## config.mk

```make
export PLATFORM = sky130hd
export DESIGN_NAME = spi_fifo_master
export DESIGN_NICKNAME = d
export VERILOG_FILES = /design/src/rtl/spim_pkg.sv /design/src/rtl/spim_fifo.sv /design/src/rtl/spim_baud.sv /design/src/rtl/spim_engine.sv /design/src/rtl/spi_fifo_master.sv
export SDC_FILE = /design/constraint.sdc
export NUM_CORES = 1
export LEC_CHECK = 0
export BUFFER_PORTS_ARGS = -buffer_cell sky130_fd_sc_hd__buf_4
export CORE_MARGIN = 2
export CORE_UTILIZATION = 60
export CTS_BUF_LIST = sky130_fd_sc_hd__clkbuf_4 sky130_fd_sc_hd__clkbuf_8
export DETAILED_ROUTE_END_ITERATION = 8
export PLACE_DENSITY = 0.77
export SLEW_MARGIN = 20
export SYNTH_ARGS = -nofsm -noshare
export SYNTH_HDL_FRONTEND = slang
export SYNTH_HIERARCHICAL = 1
export SYNTH_SLANG_ARGS = --single-unit
```

## constraint.sdc

```tcl
create_clock -name clk -period 13.4 [get_ports clk]
set_input_delay 2.01 -clock clk [delete_from_list [all_inputs] [get_ports clk]]
set_output_delay 2.01 -clock clk [all_outputs]
set_load 0.01 [all_outputs]
```

## src/rtl/spim_pkg.sv

```systemverilog
package spim_pkg;
   localparam int unsigned RA_W = 3;

   localparam logic [RA_W-1:0] RA_FORMAT = 3'd0;
   localparam logic [RA_W-1:0] RA_CTRL   = 3'd1;
   localparam logic [RA_W-1:0] RA_DATA   = 3'd2;
   localparam logic [RA_W-1:0] RA_STAT   = 3'd3;
   localparam logic [RA_W-1:0] RA_PRESC  = 3'd4;
   localparam logic [RA_W-1:0] RA_CLEAR  = 3'd5;
   localparam logic [RA_W-1:0] RA_DMA    = 3'd6;

   localparam int unsigned FMT_CPOL = 4;
   localparam int unsigned FMT_CPHA = 5;
   localparam int unsigned FMT_SCR  = 8;

   localparam int unsigned ST_TNF  = 0;
   localparam int unsigned ST_RNE  = 1;
   localparam int unsigned ST_BUSY = 2;
   localparam int unsigned ST_OVR  = 3;

   typedef enum logic {ENG_IDLE = 1'b0, ENG_SHIFT = 1'b1} eng_state_t;
endpackage

```

## src/rtl/spim_fifo.sv

```systemverilog
module spim_fifo #(
   parameter int unsigned WIDTH = 16,
   parameter int unsigned DEPTH = 8
) (
   input  logic                     clk,
   input  logic                     rst_n,
   input  logic                     push,
   input  logic                     pop,
   input  logic [WIDTH-1:0]         din,
   output logic [WIDTH-1:0]         dout,
   output logic                     full,
   output logic                     empty,
   output logic [$clog2(DEPTH):0]   count
);
   localparam int unsigned PW = (DEPTH > 1) ? $clog2(DEPTH) : 1;
   localparam int unsigned CW = $clog2(DEPTH) + 1;
   localparam logic [PW-1:0] LAST = PW'(DEPTH - 1);

   if (DEPTH < 2) begin : g_bad_depth
      $error("spim_fifo: DEPTH must be at least 2");
   end

   logic [WIDTH-1:0] mem [DEPTH];
   logic [PW-1:0]    wptr, rptr;
   logic [CW-1:0]    cnt;
   logic             do_push, do_pop;

   assign do_push = push && (cnt != CW'(DEPTH));
   assign do_pop  = pop  && (cnt != '0);

   logic [PW-1:0] wptr_nx, rptr_nx;

   if ((DEPTH & (DEPTH - 1)) == 0) begin : g_pow2
      assign wptr_nx = wptr + 1'b1;
      assign rptr_nx = rptr + 1'b1;
   end else begin : g_wrap
      assign wptr_nx = (wptr == LAST) ? '0 : wptr + 1'b1;
      assign rptr_nx = (rptr == LAST) ? '0 : rptr + 1'b1;
   end

   always_ff @(posedge clk or negedge rst_n) begin
      if (!rst_n) begin
         wptr <= '0;
         rptr <= '0;
         cnt  <= '0;
      end else begin
         if (do_push) wptr <= wptr_nx;
         if (do_pop)  rptr <= rptr_nx;
         case ({do_push, do_pop})
            2'b10:   cnt <= cnt + 1'b1;
            2'b01:   cnt <= cnt - 1'b1;
            default: cnt <= cnt;
         endcase
      end
   end

   always_ff @(posedge clk) begin
      if (do_push) mem[wptr] <= din;
   end

   assign dout  = mem[rptr];
   assign full  = (cnt == CW'(DEPTH));
   assign empty = (cnt == '0);
   assign count = cnt;
endmodule

```

## src/rtl/spim_baud.sv

```systemverilog
module spim_baud #(
   parameter int unsigned PREW = 8,
   parameter int unsigned SCRW = 8
) (
   input  logic            clk,
   input  logic            rst_n,
   input  logic            run,
   input  logic [PREW-2:0] pre_half,
   input  logic [SCRW-1:0] scr,
   output logic            tick
);
   if (PREW < 2) begin : g_bad_prew
      $error("spim_baud: PREW must be at least 2");
   end

   logic [PREW-2:0] pcnt;
   logic [SCRW-1:0] scnt;
   logic            pre_wrap, scr_wrap;

   assign pre_wrap = (pcnt == (pre_half - 1'b1));
   assign scr_wrap = (scnt == scr);

   always_ff @(posedge clk or negedge rst_n) begin
      if (!rst_n) begin
         pcnt <= '0;
         scnt <= '0;
      end else if (!run) begin
         pcnt <= '0;
         scnt <= '0;
      end else if (pre_wrap) begin
         pcnt <= '0;
         scnt <= scr_wrap ? '0 : scnt + 1'b1;
      end else begin
         pcnt <= pcnt + 1'b1;
      end
   end

   assign tick = run && pre_wrap && scr_wrap;
endmodule

```

## src/rtl/spim_engine.sv

```systemverilog
module spim_engine
   import spim_pkg::*;
#(
   parameter int unsigned DW = 16,
   localparam int unsigned SW = $clog2(DW),
   localparam int unsigned EW = SW + 1
) (
   input  logic          clk,
   input  logic          rst_n,
   input  logic [SW-1:0] size_m1,
   input  logic          cpol,
   input  logic          cpha,
   input  logic          run_ok,
   input  logic          tick,
   input  logic          tx_empty,
   input  logic [DW-1:0] tx_word,
   output logic          tx_pop,
   output logic          rx_push,
   output logic [DW-1:0] rx_word,
   input  logic          miso,
   output logic          sck,
   output logic          mosi,
   output logic          active
);
   eng_state_t    st;
   logic [EW-1:0] edge_cnt;
   logic [SW-1:0] out_idx;
   logic [DW-1:0] word_q;
   logic [DW-1:0] rx_sh;
   logic [DW-1:0] rx_full_word;
   logic [DW-1:0] mask;
   logic          lvl;
   logic          mosi_q;
   logic          leading, last_edge, start, reload;

   assign leading   = !edge_cnt[0];
   assign last_edge = (edge_cnt == {size_m1, 1'b1});
   assign start     = (st == ENG_IDLE) && run_ok && !tx_empty;
   assign reload    = (st == ENG_SHIFT) && tick && last_edge && run_ok && !tx_empty;
   assign tx_pop    = start || reload;
   assign rx_push   = (st == ENG_SHIFT) && tick && last_edge;
   assign mask      = {DW{1'b1}} >> (SW'(DW - 1) - size_m1);

   assign rx_full_word = cpha ? {rx_sh[DW-2:0], miso} : rx_sh;
   assign rx_word      = rx_full_word & mask;

   always_ff @(posedge clk or negedge rst_n) begin
      if (!rst_n) begin
         st       <= ENG_IDLE;
         edge_cnt <= '0;
         out_idx  <= '0;
         word_q   <= '0;
         rx_sh    <= '0;
         lvl      <= 1'b0;
         mosi_q   <= 1'b0;
      end else if (start) begin
         st       <= ENG_SHIFT;
         word_q   <= tx_word;
         out_idx  <= size_m1;
         edge_cnt <= '0;
         lvl      <= 1'b0;
         mosi_q   <= 1'b0;
         rx_sh    <= '0;
      end else if ((st == ENG_SHIFT) && tick) begin
         lvl      <= !lvl;
         edge_cnt <= edge_cnt + 1'b1;
         if (leading) begin
            if (cpha) begin
               mosi_q  <= word_q[out_idx];
               out_idx <= out_idx - 1'b1;
            end else begin
               rx_sh   <= {rx_sh[DW-2:0], miso};
            end
         end else begin
            if (cpha) begin
               rx_sh <= {rx_sh[DW-2:0], miso};
            end else if (!last_edge) begin
               out_idx <= out_idx - 1'b1;
            end
         end
         if (last_edge) begin
            edge_cnt <= '0;
            if (reload) begin
               word_q  <= tx_word;
               out_idx <= size_m1;
               rx_sh   <= '0;
            end else begin
               st      <= ENG_IDLE;
            end
         end
      end
   end

   assign active = (st == ENG_SHIFT);
   assign sck    = cpol ^ lvl;
   assign mosi   = !active ? 1'b0 : (cpha ? mosi_q : word_q[out_idx]);
endmodule

```

## src/rtl/spi_fifo_master.sv

```systemverilog
module spi_fifo_master
   import spim_pkg::*;
#(
   parameter int unsigned DW         = 16,
   parameter int unsigned FIFO_DEPTH = 8,
   parameter int unsigned PREW       = 8,
   parameter int unsigned SCRW       = 8,
   localparam int unsigned SW        = $clog2(DW),
   localparam int unsigned CNTW      = $clog2(FIFO_DEPTH) + 1
) (
   input  logic            clk,
   input  logic            rst_n,
   input  logic            reg_wr,
   input  logic            reg_rd,
   input  logic [2:0]      reg_addr,
   input  logic [15:0]     reg_wdata,
   output logic [15:0]     reg_rdata,
   output logic            spi_clk,
   output logic            spi_mosi,
   input  logic            spi_miso,
   output logic            spi_cs_n,
   output logic            dma_tx_req,
   output logic            dma_rx_req
);
   if (DW != 16) begin : g_bad_dw
      $error("spi_fifo_master: register layout assumes DW of 16");
   end
   if (FMT_SCR + SCRW > DW) begin : g_bad_scr
      $error("spi_fifo_master: post-divide field does not fit the format register");
   end
   if (PREW > DW) begin : g_bad_prew
      $error("spi_fifo_master: prescale wider than the bus");
   end

   logic [DW-1:0]   fmt_q;
   logic [1:0]      ctrl_q;
   logic [PREW-1:0] presc_q;
   logic [1:0]      dma_q;
   logic            ovr_q;

   logic            wr_fmt, wr_ctrl, wr_data, wr_presc, wr_clear, wr_dma, rd_data;

   assign wr_fmt   = reg_wr && (reg_addr == RA_FORMAT);
   assign wr_ctrl  = reg_wr && (reg_addr == RA_CTRL);
   assign wr_data  = reg_wr && (reg_addr == RA_DATA);
   assign wr_presc = reg_wr && (reg_addr == RA_PRESC);
   assign wr_clear = reg_wr && (reg_addr == RA_CLEAR) && reg_wdata[0];
   assign wr_dma   = reg_wr && (reg_addr == RA_DMA);
   assign rd_data  = reg_rd && (reg_addr == RA_DATA);

   logic [SW-1:0]   size_m1;
   logic            cpol, cpha, run_ok;
   logic [SCRW-1:0] scr;
   logic [PREW-2:0] pre_half;

   assign size_m1  = (fmt_q[SW-1:0] < SW'(3)) ? SW'(3) : fmt_q[SW-1:0];
   assign cpol     = fmt_q[FMT_CPOL];
   assign cpha     = fmt_q[FMT_CPHA];
   assign scr      = fmt_q[FMT_SCR +: SCRW];
   assign pre_half = (presc_q[PREW-1:1] == '0) ? (PREW-1)'(1) : presc_q[PREW-1:1];
   assign run_ok   = ctrl_q[0] && !ctrl_q[1];

   logic            tx_full, tx_empty, rx_full, rx_empty;
   logic [CNTW-1:0] tx_count, rx_count;
   logic [DW-1:0]   tx_head, rx_head, rx_word;
   logic            tx_pop, rx_push, active, tick;
   logic            rx_accept, rx_drop;

   assign rx_accept = rx_push && !rx_full;
   assign rx_drop   = rx_push && rx_full;

   spim_fifo #(.WIDTH(DW), .DEPTH(FIFO_DEPTH)) u_txq (
      .clk(clk), .rst_n(rst_n),
      .push(wr_data), .pop(tx_pop), .din(reg_wdata),
      .dout(tx_head), .full(tx_full), .empty(tx_empty), .count(tx_count)
   );

   spim_fifo #(.WIDTH(DW), .DEPTH(FIFO_DEPTH)) u_rxq (
      .clk(clk), .rst_n(rst_n),
      .push(rx_accept), .pop(rd_data), .din(rx_word),
      .dout(rx_head), .full(rx_full), .empty(rx_empty), .count(rx_count)
   );

   spim_baud #(.PREW(PREW), .SCRW(SCRW)) u_baud (
      .clk(clk), .rst_n(rst_n), .run(active),
      .pre_half(pre_half), .scr(scr), .tick(tick)
   );

   spim_engine #(.DW(DW)) u_eng (
      .clk(clk), .rst_n(rst_n),
      .size_m1(size_m1), .cpol(cpol), .cpha(cpha), .run_ok(run_ok),
      .tick(tick), .tx_empty(tx_empty), .tx_word(tx_head), .tx_pop(tx_pop),
      .rx_push(rx_push), .rx_word(rx_word), .miso(spi_miso),
      .sck(spi_clk), .mosi(spi_mosi), .active(active)
   );

   always_ff @(posedge clk or negedge rst_n) begin
      if (!rst_n) begin
         fmt_q   <= '0;
         ctrl_q  <= '0;
         presc_q <= '0;
         dma_q   <= '0;
         ovr_q   <= 1'b0;
      end else begin
         if (wr_fmt)   fmt_q   <= reg_wdata;
         if (wr_ctrl)  ctrl_q  <= reg_wdata[1:0];
         if (wr_presc) presc_q <= reg_wdata[PREW-1:0];
         if (wr_dma)   dma_q   <= reg_wdata[1:0];
         if (rx_drop)       ovr_q <= 1'b1;
         else if (wr_clear) ovr_q <= 1'b0;
      end
   end

   logic busy;
   assign busy = active || (run_ok && !tx_empty);

   always_comb begin
      reg_rdata = '0;
      case (reg_addr)
         RA_FORMAT: reg_rdata = fmt_q;
         RA_CTRL:   reg_rdata[1:0] = ctrl_q;
         RA_DATA:   reg_rdata = rx_empty ? '0 : rx_head;
         RA_STAT: begin
            reg_rdata[ST_TNF]  = !tx_full;
            reg_rdata[ST_RNE]  = !rx_empty;
            reg_rdata[ST_BUSY] = busy;
            reg_rdata[ST_OVR]  = ovr_q;
         end
         RA_PRESC:  reg_rdata[PREW-1:0] = presc_q;
         RA_DMA:    reg_rdata[1:0] = dma_q;
         default:   reg_rdata = '0;
      endcase
   end

   assign spi_cs_n   = !active;
   assign dma_tx_req = dma_q[0] && !tx_full;
   assign dma_rx_req = dma_q[1] && !rx_empty;
endmodule

```

==> results.sh, run 1 <==
export IMPL_grt_max_degree=61
export IMPL_crit_type="reg2reg"
export IMPL_syn_area_per_cell_um2=15.9
export IMPL_nNetsFinal=1137
export IMPL_globalRouteOverflowTotal=0
export IMPL_setup_worst_path_end_class="flop"
export IMPL_yosysUniqueCellTypes=80
export IMPL_placed_cells=1378
export IMPL_clk_latency_ps=590
export IMPL_post_cts_buffers=0
export IMPL_p_int_mw=2.17
export IMPL_core_rowCount=60
export IMPL_hold_buffers=0
export IMPL_n_antenna_cell=0
export IMPL_powerDensity_mw_per_mm2=168
export IMPL_vias_per_cell=6.23
export IMPL_p_leak_nw=6.72
export IMPL_ys_seq_area_share_pct=63.7
export IMPL_dieArea_mm2=0.0285
export IMPL_synth_warnings=6
export IMPL_switching_share_pct=28.5
export IMPL_core_mm2=0.0268
export IMPL_remaining_drc_errors=0
export IMPL_max_freq_mhz=175
export IMPL_area_delta_synth_final_pct=11.1
export IMPL_pwr_share_clk_pct=31.6
export IMPL_worstPathMaxFanout=12
export IMPL_die_y_um=169
export IMPL_fin_worst_skew_ps=23.9
export IMPL_p_sw_mw=0.865
export IMPL_antenna_found_initial=0
export IMPL_finalMaxSlewViolations=0
export IMPL_max_cap_violations=0
export IMPL_cts_made_buffers=57
export IMPL_cts_root_buf="clkbuf_8"
export IMPL_ant_nets=0
export IMPL_synthCells=1027
export IMPL_cp_start_kind="flop"
export IMPL_worstSetupStartpoint="presc_q[4]$_DFFE_PN0P_"
export IMPL_worstPathRequired_ps=13840
export IMPL_grt_pass1_vias=9385
export IMPL_synth_area_leader_cell="edfxtp_1"
export IMPL_cp_data_arrival_time_ps=6160
export IMPL_finalCritPeriodShare_pct=42.7
export IMPL_port_buffers=44
export IMPL_clk_pin_slew_ps=60
export IMPL_synthDominantCellAreaShare_pct=47.1
export IMPL_finalSetupTns_ps=0
export IMPL_pwr_share_seq_pct=48.0
export IMPL_drtPass1Iterations=5
export IMPL_final_hold_viol_count=0
export IMPL_synth_nets=1068
export IMPL_reg2reg_depth=19
export IMPL_ios=45
export IMPL_ctsResizeCount=0
export IMPL_synthArstFlopShare_pct=29.7
export IMPL_setup_viol=0
export IMPL_num_vias=9248
export IMPL_drt_iter0_markers=939
export IMPL_synth_edf_count=256
export IMPL_wirelength_um=34500
export IMPL_outcome="complete, no violations"
export IMPL_grt_first_pass_wirelength_um=53600
export IMPL_combPwrFrac_pct=20.4
export IMPL_ys_top_cells_by_area="edfxtp_1 (47%), dfrtp_1 (17%), mux4_1 (8.1%), mux2_2 (4.7%), mux4_2 (2.6%)"
export IMPL_rr_endpoint="u_rxq/count[3]$_DFFE_PN0P_"
export IMPL_min_period_ps=5720
export IMPL_layout_cells_non_filler=1485
export IMPL_worst_pin_slew_ps=1110
export IMPL_cp_endpoint="u_rxq/count[3]$_DFFE_PN0P_"
export IMPL_worst_r2r_setup_slack_ps=7680
export IMPL_rsz0062_at_grt="false"
export IMPL_routedWlPerCell_um=23.2
export IMPL_grt_util_all_layers_pct=24.9
export IMPL_layout_drive_gt1_share_pct=24.7
export IMPL_htreeDepth=2
export IMPL_initial_core_util_pct=60.8
export IMPL_place_hpwl_um=21500
export IMPL_vdd_drop_max_mv=0.121
export IMPL_cts_tree="yes"
export IMPL_cts_path_max_buffers=3
export IMPL_hold_class="reg2reg"
export IMPL_cts_sinks=364
export IMPL_synth_seq_cells=364
export IMPL_ys_flop_type="edfxtp_1"
export IMPL_synth_area_mm2=0.0163
export IMPL_fp_dieW_um=169
export IMPL_relSlewSlack_pct=26.1
export IMPL_gp_congestion=0.874
export IMPL_reg2reg_from="presc_q[4]$_DFFE_PN0P_"
-- cells in the final DEF (no fill, tap or decap), types with 8 or more instances in the layout --
cell type    n
a21oi_1     23
clkbuf_8    60
xor2_1      22
a22o_1      17
nand2_1     99
mux4_2      19
inv_1       21
ha_1        15
nand2b_1     8
nand3_1     21
o21ai_0     11
clkinv_1    18
mux2_2      68
a22oi_1      9
clkbuf_4    16
mux4_1      50
dfrtp_1    106
xnor2_1     19
edfxtp_1   256
nor3_1      13
mux2i_1     20
nor3b_1      9
buf_4       68
nor2_1      45
-- per-layer routing --
layer,part of all wire (%),GRT usage [%]
met1,42,34.8
met2,49,40.7
met3,6.3,4.09
met4,2.5,7.80
met5,0,0
-- per-stage QoR --
step                cell area, um2  setup WS [ps]  util, %  power, mW  hold WS (ps)
floorplan                    16300           8350        -       1.93           440
global placement             16900           7750     63.1       2.08           457
detailed placement           16900           7600     63.1       2.10           467
CTS                          18100           7560     67.6       3.06           482
global route                 18100           7180     67.6       3.18           497
finish                       18100           7680     67.6       3.04           480
-- how the worst min path moves through the flow --
stage | endpoint | cells after the start | startpoint
after global placement | u_eng/word_q[3]$_DFFE_PN0P_ | 2 | u_eng/word_q[3]$_DFFE_PN0P_
after global routing | u_eng/word_q[0]$_DFFE_PN0P_ | 2 | u_eng/word_q[0]$_DFFE_PN0P_
after CTS | u_eng/word_q[4]$_DFFE_PN0P_ | 2 | u_eng/word_q[4]$_DFFE_PN0P_
after detailed placement | u_eng/word_q[4]$_DFFE_PN0P_ | 2 | u_eng/word_q[4]$_DFFE_PN0P_
after floorplan | u_eng/word_q[12]$_DFFE_PN0P_ | 2 | u_eng/word_q[12]$_DFFE_PN0P_
final | u_eng/word_q[0]$_DFFE_PN0P_ | 2 | u_eng/word_q[0]$_DFFE_PN0P_
-- worst max-delay path, stage by stage (launching register included) --
cell	delay (ps)
dfrtp_1	460
nor4_1	280
a21o_1	220
inv_1	60
ha_1	300
xor2_1	130
nand3_1	130
a311oi_4	320
o21ai_1	370
nor3_1	340
buf_4	220
nand2_1	120
nor3_1	480
nor2b_1	320
nand2_1	160
ha_1	330
ha_1	370
or4b_2	680
o311ai_0	130
o211ai_1	130
-- cells in the mapped netlist, types with 3 or more instances --
master / number
or3_1: 4
o22ai_1: 4
mux4_1: 50
o211ai_1: 4
nor2_1: 45
nand3b_1: 4
buf_6: 13
dfrtp_1: 108
clkbuf_1: 27
mux4_2: 19
a211oi_1: 4
and3_1: 4
xnor2_1: 19
a22oi_1: 9
buf_2: 12
nor3_1: 17
nand4b_1: 3
or2_2: 5
nor4_1: 7
a21oi_1: 23
nor3b_1: 9
inv_1: 21
nand2b_1: 8
a22o_1: 17
buf_4: 4
mux2_2: 68
ha_1: 15
o21ai_0: 12
nor2b_1: 7
xor2_1: 22
nand2_1: 99
edfxtp_1: 256
nand3_1: 21
mux2i_1: 20
-- sequential cells by signal (all words and copies together), names as in the netlist, 5 cells and up --
register and count:
presc_q 8, fmt_q 16, u_eng/word_q 16, u_rxq/mem 128
u_txq/mem 128, u_baud/pcnt 7, u_eng/edge_cnt 5, u_eng/rx_sh 16
u_baud/scnt 8
-- power by group through the flow --
stage	clock, mW	sequential (mW)	combinational (mW)
after CTS	0.979	1.46	0.624
after floorplan	0	1.37	0.560
after global placement	0	1.47	0.608
after detailed placement	0	1.48	0.620
final	0.958	1.46	0.620
after global routing	1.03	1.47	0.674
-- cell families after synthesis --
kind of cell,count (synthesis),share of synthesized area [%]
and+or+nand+nor,259,8.18
buffers and inverters,81,2.65
DFF,364,63.7
AOI/OAI and AO/OA,106,5.02
adders and majority gates,17,1.40
muxes,157,16.6
xor gates and xnor gates,43,2.44
-- cell type report --
cell class                      instances  area (um2)
Sequential cell                       364       10400
Inverter                               23        86.3
Tap cell                              341         427
Fill cell                            1767        8690
Multi-Input combinational cell        582        5510
Clock buffer                           76         946
Clock inverter                         31         248
Timing Repair Buffer                   68         510
Power figures use the tool's default switching activity.
==> inputs of run 2 (changes only) <==
==> constraint.sdc (replaced) <==
create_clock -name clk -period 5.6 [get_ports clk]
set_input_delay 0.84 -clock clk [delete_from_list [all_inputs] [get_ports clk]]
set_output_delay 0.84 -clock clk [all_outputs]
set_load 0.01 [all_outputs]
==> results.sh, run 2 (synthesis results as in run 1) <==
export IMPL_top_layer="met4"
export IMPL_utilization_pct=68.0
export IMPL_rsz0062_at_grt="false"
export IMPL_grt_first_pass_wirelength_um=54000
export IMPL_max_freq_mhz=198
export IMPL_drtPass1Iterations=5
export IMPL_hold_buffers=0
export IMPL_worstPathRequired_ps=6060
export IMPL_cts_sinks=364
export IMPL_area_delta_synth_final_pct=11.8
export IMPL_relSlewSlack_pct=30.3
export IMPL_grt_max_degree=60
export IMPL_initial_core_util_pct=60.8
export IMPL_min_period_ps=5040
export IMPL_vdd_drop_max_mv=0.263
export IMPL_cts_root_buf="clkbuf_8"
export IMPL_hold_class="in2async"
export IMPL_cts_path_max_buffers=3
export IMPL_wl_met1_um=14700
export IMPL_finalSetupTns_ps=0
export IMPL_finalMaxSlewViolations=0
export IMPL_fp_dieW_um=169
export IMPL_p_total_mw=7.31
export IMPL_layout_common_cells="edfxtp_1 (256), dfrtp_1 (106), nand2_1 (99)"
export IMPL_remaining_drc_errors=0
export IMPL_crit_type="reg2reg"
export IMPL_setup_worst_path_end_class="flop"
export IMPL_finalCritPeriodShare_pct=90.0
export IMPL_vias_per_cell=6.26
export IMPL_layout_drive_gt1_share_pct=26.0
export IMPL_finalWorstSetupSlack_ps=561
export IMPL_setup_viol=0
export IMPL_grt_pass1_vias=9424
export IMPL_ios=45
export IMPL_cp_start_kind="flop"
export IMPL_num_vias=9322
export IMPL_outcome="complete, no violations"
export IMPL_p_leak_nw=6.71
export IMPL_grt_util_all_layers_pct=25.0
export IMPL_worstPathMaxFanout=23
export IMPL_cp_data_arrival_time_ps=5490
export IMPL_routedWlPerCell_um=23.2
export IMPL_final_hold_viol_count=0
export IMPL_clk_pin_slew_ps=70
export IMPL_met3_length_um=1930
export IMPL_place_hpwl_um=21800
export IMPL_nNetsFinal=1141
export IMPL_core_rowCount=60
export IMPL_wl_met2_um=17000
export IMPL_powerDensity_mw_per_mm2=401
export IMPL_drt_iter0_markers=894
export IMPL_ctsResizeCount=0
export IMPL_gp_congestion=0.866
export IMPL_port_buffers=44
export IMPL_dpl_worst_slack_ps=522
export IMPL_dieArea_mm2=0.0285
export IMPL_mostFrequentLayoutCell="edfxtp_1"
export IMPL_die_y_um=169
export IMPL_ant_nets=0
export IMPL_post_cts_buffers=0
export IMPL_largest_registers="u_rxq/mem: 128 flops, u_txq/mem: 128 flops"
export IMPL_cts_made_buffers=56
export IMPL_wirelength_um=34600
export IMPL_n_antenna_cell=0
export IMPL_clk_latency_ps=600
export IMPL_cts_tree="yes"
export IMPL_htreeDepth=2
export IMPL_core_mm2=0.0268
export IMPL_worst_pin_slew_ps=1040
export IMPL_fin_worst_skew_ps=33.9
export IMPL_max_cap_violations=0
export IMPL_globalRouteOverflowTotal=0
export IMPL_antenna_found_initial=1
[run 2: changes by cell type in the layout (fill, tap and decap cells not counted), sizes merged]
cell      change
clkinvlp      +2
clkinv       -11
clkbuf        +8
buf           +5
[run 2: power by group]
part	switching, mW	internal (mW)
registers	0.399	3.08
clock network	1.02	1.38
logic	0.638	0.785
[run 2: final cells by class]
cell class | count | area, um2
clock buffer | 84 | 1040
clock inverter | 22 | 221
fill | 1766 | 8570
inverter | 23 | 86.3
multi-input combinational | 582 | 5510
sequential | 364 | 10400
tap | 341 | 427
timing repair buffer | 73 | 548
[run 2: path summary, 6_finish.rpt]
check                                       startpoint                           to  slack (ps)  cells after the start
setup / recovery                presc_q[4]$_DFFE_PN0P_   u_txq/count[3]$_DFFE_PN0P_         560                     20
hold / removal                                   rst_n  u_eng/word_q[0]$_DFFE_PN0P_         310                      1
setup reg to reg                presc_q[4]$_DFFE_PN0P_   u_txq/count[3]$_DFFE_PN0P_         560                     20
hold reg to reg            u_eng/word_q[1]$_DFFE_PN0P_  u_eng/word_q[1]$_DFFE_PN0P_         490                      2
max in group asynchronous                        rst_n   u_baud/scnt[4]$_DFFE_PN0P_        4080                      2
min in group clk                         reg_wdata[10]   u_txq/mem[6][10]$_DFFE_PP_         490                      1
[run 2: worst max-delay path, cell delays in order, from the launching register on]
cell and delay [ps]:
dfrtp_1 470, nor4_1 290, a21o_1 220, inv_1 60, ha_1 300, xor2_1 140
nand3_1 120, a311oi_4 310, o21ai_0 200, nor3_2 240, buf_4 200, nand2_1 70
o31a_4 400, inv_2 90, o41ai_1 110, inv_1 120, ha_1 310, ha_1 350
or4b_2 680, o311ai_0 120, o211ai_1 120
[run 2: metal layers]
metal,GRT usage [%],vias to the layer above
met5,0,-
met2,40.9,304
met1,34.0,4805
met3,4.56,77
li1,-,4136
met4,9.52,0
[run 2: per-stage QoR]
step | cell area, um2 | hold slack (ps) | std cells
after floorplan | 16300 | 440 | 1027
after global placement | 17000 | 455 | 1383
after detailed placement | 17000 | 462 | 1383
after CTS | 18200 | 318 | 1489
after global routing | 18200 | 357 | 1489
final | 18200 | 309 | 1489
